--- src/rtl/cz_pkg.sv ---
package cz_pkg;
    localparam int unsigned OP_W  = 64;
    localparam int unsigned HALF  = OP_W / 2;
    localparam int unsigned IDX_W = $clog2(OP_W);
    localparam int unsigned CNT_W = IDX_W + 1;

    typedef struct packed {
        logic            vld;
        logic            zero;
        logic            word32;
        logic [OP_W-1:0] onehot;
    } cz_front_t;
endpackage

--- src/rtl/cz_front.sv ---
module cz_front
    import cz_pkg::*;
(
    input  logic            clk,
    input  logic            rst_n,
    input  logic            in_valid,
    input  logic [OP_W-1:0] in_operand,
    input  logic            in_lead,
    input  logic            in_word32,
    output cz_front_t       front_q
);
    logic [OP_W-1:0] masked;
    logic [OP_W-1:0] rev_full;
    logic [OP_W-1:0] rev_half;
    logic [OP_W-1:0] src;
    logic [OP_W-1:0] iso;
    cz_front_t       front_d;

    assign masked = in_word32 ? {{HALF{1'b0}}, in_operand[HALF-1:0]} : in_operand;

    for (genvar i = 0; i < OP_W; i++) begin : g_mirror
        assign rev_full[i] = in_operand[OP_W-1-i];
        if (i < HALF) begin : g_lo
            assign rev_half[i] = in_operand[HALF-1-i];
        end else begin : g_hi
            assign rev_half[i] = 1'b0;
        end
    end

    always_comb begin
        src = masked;
        if (in_lead) begin
            src = in_word32 ? rev_half : rev_full;
        end
        iso            = src & (~src + 1'b1);
        front_d.vld    = in_valid;
        front_d.zero   = (src == '0);
        front_d.word32 = in_word32;
        front_d.onehot = iso;
    end

    always_ff @(posedge clk or negedge rst_n) begin
        if (!rst_n) begin
            front_q <= '0;
        end else begin
            front_q <= front_d;
        end
    end

    // the isolated vector never has more than one bit set
    a_r1_onehot: assert property (@(posedge clk) disable iff (!rst_n)
        $onehot0(front_q.onehot));
    // a zero flag comes with an empty vector
    a_r5_zero_empty: assert property (@(posedge clk) disable iff (!rst_n)
        front_q.zero |-> (front_q.onehot == '0));
    // in 32-bit mode nothing above the low word survives
    a_r2_low_word: assert property (@(posedge clk) disable iff (!rst_n)
        front_q.word32 |-> (front_q.onehot[OP_W-1:HALF] == '0));
endmodule

--- src/rtl/cz_encode.sv ---
module cz_encode
    import cz_pkg::*;
(
    input  logic             clk,
    input  logic             rst_n,
    input  cz_front_t        front_q,
    output logic             enc_valid,
    output logic [CNT_W-1:0] enc_count
);
    logic [IDX_W-1:0] idx;
    logic [CNT_W-1:0] cnt_d;

    for (genvar k = 0; k < IDX_W; k++) begin : g_or_bit
        logic [OP_W-1:0] sel;
        for (genvar j = 0; j < OP_W; j++) begin : g_sel
            if (((j >> k) & 1) == 1) begin : g_on
                assign sel[j] = 1'b1;
            end else begin : g_off
                assign sel[j] = 1'b0;
            end
        end
        assign idx[k] = |(front_q.onehot & sel);
    end

    always_comb begin
        cnt_d = {1'b0, idx};
        if (front_q.zero) begin
            cnt_d = front_q.word32 ? CNT_W'(HALF) : CNT_W'(OP_W);
        end
    end

    always_ff @(posedge clk or negedge rst_n) begin
        if (!rst_n) begin
            enc_valid <= 1'b0;
            enc_count <= '0;
        end else begin
            enc_valid <= front_q.vld;
            enc_count <= cnt_d;
        end
    end

    // the result strobe follows the front-stage strobe by one edge
    a_r6_valid_step: assert property (@(posedge clk) disable iff (!rst_n)
        enc_valid == $past(front_q.vld));
    // a zero operand yields the active width
    a_r5_width_on_zero: assert property (@(posedge clk) disable iff (!rst_n)
        $past(front_q.zero) |->
            (enc_count == ($past(front_q.word32) ? CNT_W'(HALF) : CNT_W'(OP_W))));
    // a 32-bit count never exceeds 32
    a_r4_half_range: assert property (@(posedge clk) disable iff (!rst_n)
        $past(front_q.word32) |-> (enc_count <= CNT_W'(HALF)));
endmodule

--- src/rtl/cz_count_unit.sv ---
module cz_count_unit
    import cz_pkg::*;
(
    input  logic            clk,
    input  logic            rst_n,
    input  logic            in_valid,
    input  logic [OP_W-1:0] in_operand,
    input  logic            in_lead,
    input  logic            in_word32,
    output logic            out_valid,
    output logic [OP_W-1:0] out_count
);
    cz_front_t        front_q;
    logic [CNT_W-1:0] enc_count;

    cz_front u_front (
        .clk        (clk),
        .rst_n      (rst_n),
        .in_valid   (in_valid),
        .in_operand (in_operand),
        .in_lead    (in_lead),
        .in_word32  (in_word32),
        .front_q    (front_q)
    );

    cz_encode u_encode (
        .clk       (clk),
        .rst_n     (rst_n),
        .front_q   (front_q),
        .enc_valid (out_valid),
        .enc_count (enc_count)
    );

    assign out_count = {{(OP_W-CNT_W){1'b0}}, enc_count};

    // the count never exceeds the full width
    a_r8_count_range: assert property (@(posedge clk) disable iff (!rst_n)
        out_count <= OP_W'(OP_W));
endmodule

--- config.mk ---
export PLATFORM = sky130hd
export DESIGN_NAME = cz_count_unit
export DESIGN_NICKNAME = d
export VERILOG_FILES = /design/src/rtl/cz_pkg.sv /design/src/rtl/cz_front.sv /design/src/rtl/cz_encode.sv /design/src/rtl/cz_count_unit.sv
export SDC_FILE = /design/constraint.sdc
export NUM_CORES = 1
export LEC_CHECK = 0
export ABC_AREA = 1
export BUFFER_PORTS_ARGS = -buffer_cell sky130_fd_sc_hd__buf_2
export CAP_MARGIN = 20
export CORE_MARGIN = 8
export CORE_UTILIZATION = 51
export CTS_BUF_LIST = sky130_fd_sc_hd__clkbuf_4 sky130_fd_sc_hd__clkbuf_8
export DETAILED_ROUTE_END_ITERATION = 8
export PLACE_DENSITY = 0.8
export SETUP_SLACK_MARGIN = 0.3
export SYNTH_ARGS = -nofsm -noshare
export SYNTH_HDL_FRONTEND = slang
export SYNTH_SLANG_ARGS = --single-unit
--- constraint.sdc ---
create_clock -name clk -period 1.3 [get_ports clk]
set_clock_uncertainty 0.2 [all_clocks]
set_input_delay 0.065 -clock clk [delete_from_list [all_inputs] [get_ports clk]]
set_output_delay 0.065 -clock clk [all_outputs]
set_load 0.02 [all_outputs]
==> flow_summary.json, run 1 <==
{
  "outcome": "did not finish",
  "failed_stage": "global routing",
  "firstError": "[ERROR DPL-0038] Utilization greater than 100%, impossible to legalize",
  "synth-simple-area-share": 0.491,
  "io_buffers": 76,
  "initial_core_util": 0.517,
  "synth_warnings": 0,
  "synth_top_family_by_area": "simple AND/OR/NAND/NOR gates",
  "synth_top_cell_by_area": "dfrtp_1",
  "synth_cell_type_count": 31,
  "num_rows": 38,
  "synth_fa_ha_area_frac": 0,
  "syn_inst": 871,
  "chipWidth_um": 120,
  "clk_path_buf_depth": 2,
  "ys_ff_latch": 74,
  "dp.cells": 1191,
  "grt_max_degree": 75,
  "clock_sinks": 74,
  "synth_top_area_share": 0.334,
  "die_h_um": 120,
  "mappedNetlistArea_um2": 5550,
  "synth_area_leaders": "dfrtp_1, nand2_1, nor2_1, nand3_1, buf_4",
  "ys_seq_area_frac": 0.334,
  "postGrtWorstEndpoint": "u_encode.enc_count[5]$_DFF_PN0_/D",
  "synth-edff-count": 0,
  "gp_congestion": 1.06,
  "synth_flop_cell": "dfrtp_1",
  "hpwlAfterDp_mm": 17.3,
  "cts_buffers": 9,
  "synth_compound_area_frac": 0.0212,
  "dpl_cell_area_um2": 6870,
  "ios": 134,
  "postSynthAreaPerCell_um2": 6.37,
  "htreeDepth": 3,
  "worstEndpointType": "register data pin",
  "synthXorXnorAreaFrac": 0,
  "synth.most_common_cell": "nand2_1",
  "async_flop_share": 1.00,
  "synthTopCellsByCount": "nand2_1, nor2_1, nand3_1, dfrtp_1, buf_4",
  "synth_mux_area_frac": 0,
  "cts-root-buf": "clkbuf_8"
}
-- kinds of logic after synthesis --
kind of cell	after synthesis
AOI/OAI and AO/OA	22
buffers and inverters	144
DFF	74
other	1
and+or+nand+nor	630
-- timing repair --
item | CTS
gates cloned | 17
pin swaps | 178
hold buffers | 3
setup endpoints to repair | 77
endpoints found under the hold margin | 79
resized for setup | 527
setup buffers | 67
-- metrics by stage --
| stage | setup TNS [ps] | setup slack [ps] | utilization |
|---|---|---|---|
| after floorplan | -8110 | -191 | - |
| after global placement | -36030 | -714 | 0.640 |
| after detailed placement | -36590 | -722 | 0.640 |
| after CTS | -2450 | -151 | 0.929 |
==> run 2: changes to the inputs <==
CORE_UTILIZATION = 40   (was 51)
CTS_BUF_LIST = not set   (was sky130_fd_sc_hd__clkbuf_4 sky130_fd_sc_hd__clkbuf_8)
PLACE_DENSITY = not set   (was 0.8)
PLACE_DENSITY_LB_ADDON = 0.15   (was not set)
SETUP_SLACK_MARGIN = not set   (was 0.3)
clock period = 1.7 ns   (was 1.3 ns; I/O delays follow)
==> run 2 against run 1 <==
The flow now finishes without violations. Synthesized cell count unchanged. Area after synthesis is the same.
==> flow_summary.json, run 2 <==
{
  "max_stage_delay_ps": 220,
  "grt_pass1_vias": 5917,
  "die_h_um": 134,
  "cts_buffers": 9,
  "cp-start-kind": "primary input",
  "initial_core_util": 0.405,
  "multi_input_area_um2": 3340,
  "hold_path_class": "in2reg",
  "vias": 6039,
  "grt_remaining_overflow": 0,
  "synthXorXnorAreaFrac": 0,
  "cts-root-buf": "clkbuf_16",
  "cp-end-kind": "flip-flop",
  "cp_slowest_cell": "or2_1",
  "clk_path_buf_depth": 2,
  "top_register": "u_front.front_q",
  "avgRoutedWirePerCell_um": 16.8,
  "grt_max_degree": 75,
  "die_area_um2": 17900,
  "most-common-layout-cells": "nand2_1, nor2_1, buf_4",
  "io_buffers": 76,
  "synth_compound_area_frac": 0.0212,
  "grt_first_pass_wirelength_mm": 31.8,
  "insertion_delay_ps": 340,
  "wl_mm": 21.1,
  "dpl_cell_area_um2": 6820,
  "gp_congestion": 1.01,
  "antenna_found_initial": 0,
  "routed_via_density": 4.83,
  "fin_crit_sh": 0.977,
  "hold_slack_ps": 0.362,
  "synth_flop_cell": "dfrtp_1",
  "top_regs": "u_front.front_q x66, u_encode.enc_count x7, u_encode.enc_valid x1",
  "drv_slew": 0,
  "syn_inst": 871,
  "power.density_nw_per_um2": 695,
  "track_usage": 0.231,
  "rsz0062_at_grt": "true",
  "antenna_cells": 0,
  "ys_ff_latch": 74,
  "total_power_mw": 5.23,
  "synth-simple-area-share": 0.491,
  "antenna_left": 0,
  "dr.pass1.iters": 5,
  "fin_tns_setup_ps": 0,
  "period_needed_ps": 1660,
  "hpwlAfterDp_mm": 17.5,
  "drive_gt1_frac": 0.322,
  "synth_fa_ha_area_frac": 0,
  "outcome": "complete, no violations",
  "cap_violations": 0,
  "hold_violations": 0,
  "synth_area_leaders": "dfrtp_1, nand2_1, nor2_1, nand3_1, buf_4",
  "largest_register_ff_count": 66,
  "synth_warnings": 0,
  "mappedNetlistArea_um2": 5550,
  "synth_mux_area_frac": 0,
  "cts_tree": "yes",
  "async_flop_share": 1.00,
  "cp_max_fo": 24,
  "clock_sinks": 74,
  "chipWidth_um": 134,
  "core-area_um2": 13700,
  "drc": 0,
  "synth_top_family_by_area": "simple AND/OR/NAND/NOR gates",
  "regArea_um2": 1850,
  "synth_top_cell_by_area": "dfrtp_1",
  "ios": 134,
  "dp_slack_ps": -458,
  "ir_drop_uv": 344,
  "crit_required_ps": 1770,
  "synth.most_common_cell": "nand2_1",
  "mostFrequentLayoutCell": "nand2_1",
  "num_rows": 43,
  "nets": 1135,
  "setup_violations": 0,
  "path_cells": "buf_4 -> buf_12 -> or2_1 -> nand2_1 -> buf_4 -> nand2_1 -> nor2_1 -> nand2_2 -> nor2_2 -> nand3_2 -> nor2_2",
  "ys_seq_area_frac": 0.334,
  "design_area_um2": 7530,
  "htreeDepth": 3,
  "setup_slack_ps": 38.3,
  "synth_top_area_share": 0.334,
  "arrival_ps": 1730,
  "crit_type": "in2reg",
  "postSynthAreaPerCell_um2": 6.37,
  "leakage_nw": 3.85,
  "clock.fmax_mhz": 602,
  "synth-edff-count": 0,
  "synth_cell_type_count": 31,
  "cts.clk_slew.worst_paths_ps": 60,
  "fillers": 1421,
  "synthTopCellsByCount": "nand2_1, nor2_1, nand3_1, dfrtp_1, buf_4",
  "drt-initial-drc-count": 390,
  "area_delta_synth_final_pct": 35.6
}
==> run 2: cell counts after synthesis <==
No cell type changed its count.
==> run 2: cell families (layout without fill, tap and decap cells) <==
kind of cell           after synthesis  in the layout
and+or+nand+nor                    630            630
buffers and inverters              144            288
AOI/OAI and AO/OA                   22             22
other                                1             57
DFF                                 74             74
==> run 2: area by class of cell <==
type                    count  area share
repair buffers            210       0.206
clock buffers               9      0.0299
well taps                 180      0.0299
inverters                  62      0.0316
multi-input cells         709       0.443
clock inverters             7      0.0136
flip-flops and latches     74       0.246
==> run 2: through the flow <==
step                       util  cells
after floorplan               -    927
after global placement    0.497   1228
after detailed placement  0.497   1228
after CTS                 0.524   1247
after global routing      0.549   1251
final                     0.549   1251
==> run 2: what timing repair did <==
item,in CTS,in global routing
endpoints found under the setup margin,15,49
buffers inserted,0,2
hold endpoints to repair,76,0
cloned,0,2
hold buffers,3,0
pin swaps,1,23
gates resized for setup,7,91
==> run 2: worst paths after layout <==
check | startpoint | slack [ps] | end | depth (start not counted)
worst max-delay path | in_lead | 40 | u_front.front_q[48] | 11
worst min-delay path | in_operand[2] | 0.4 | u_front.front_q[2] | 3
worst max register to register | u_front.front_q[51] | 120 | u_encode.enc_count[1] | 4
worst min register to register | u_front.front_q[66] | 150 | u_encode.enc_valid | 0
max in group asynchronous | rst_n | 880 | u_front.front_q[59] | 3
min in group asynchronous | rst_n | 100 | u_front.front_q[16] | 3
==> run 2: layer usage <==
metal  share of wire  track usage
met3           0.064       0.0355
met5               0            0
met2            0.47        0.374
met4           0.039        0.114
met1            0.43        0.295
==> run 2: where the power goes <==
part / internal [mW] / leakage [nW] / switching (mW)
Combinational: 0.536 / 2.67 / 0.861
Sequential: 1.78 / 1.02 / 0.00417
Clock: 1.30 / 0.156 / 0.759
Total: 3.61 / 3.85 / 1.62
==> run 2: worst max-delay path: cells and delay by family <==
kind                   cells  cell delay, ps
and+or+nand+nor            8            1170
buffers and inverters      3             460
(Power assumes the default switching activity.)
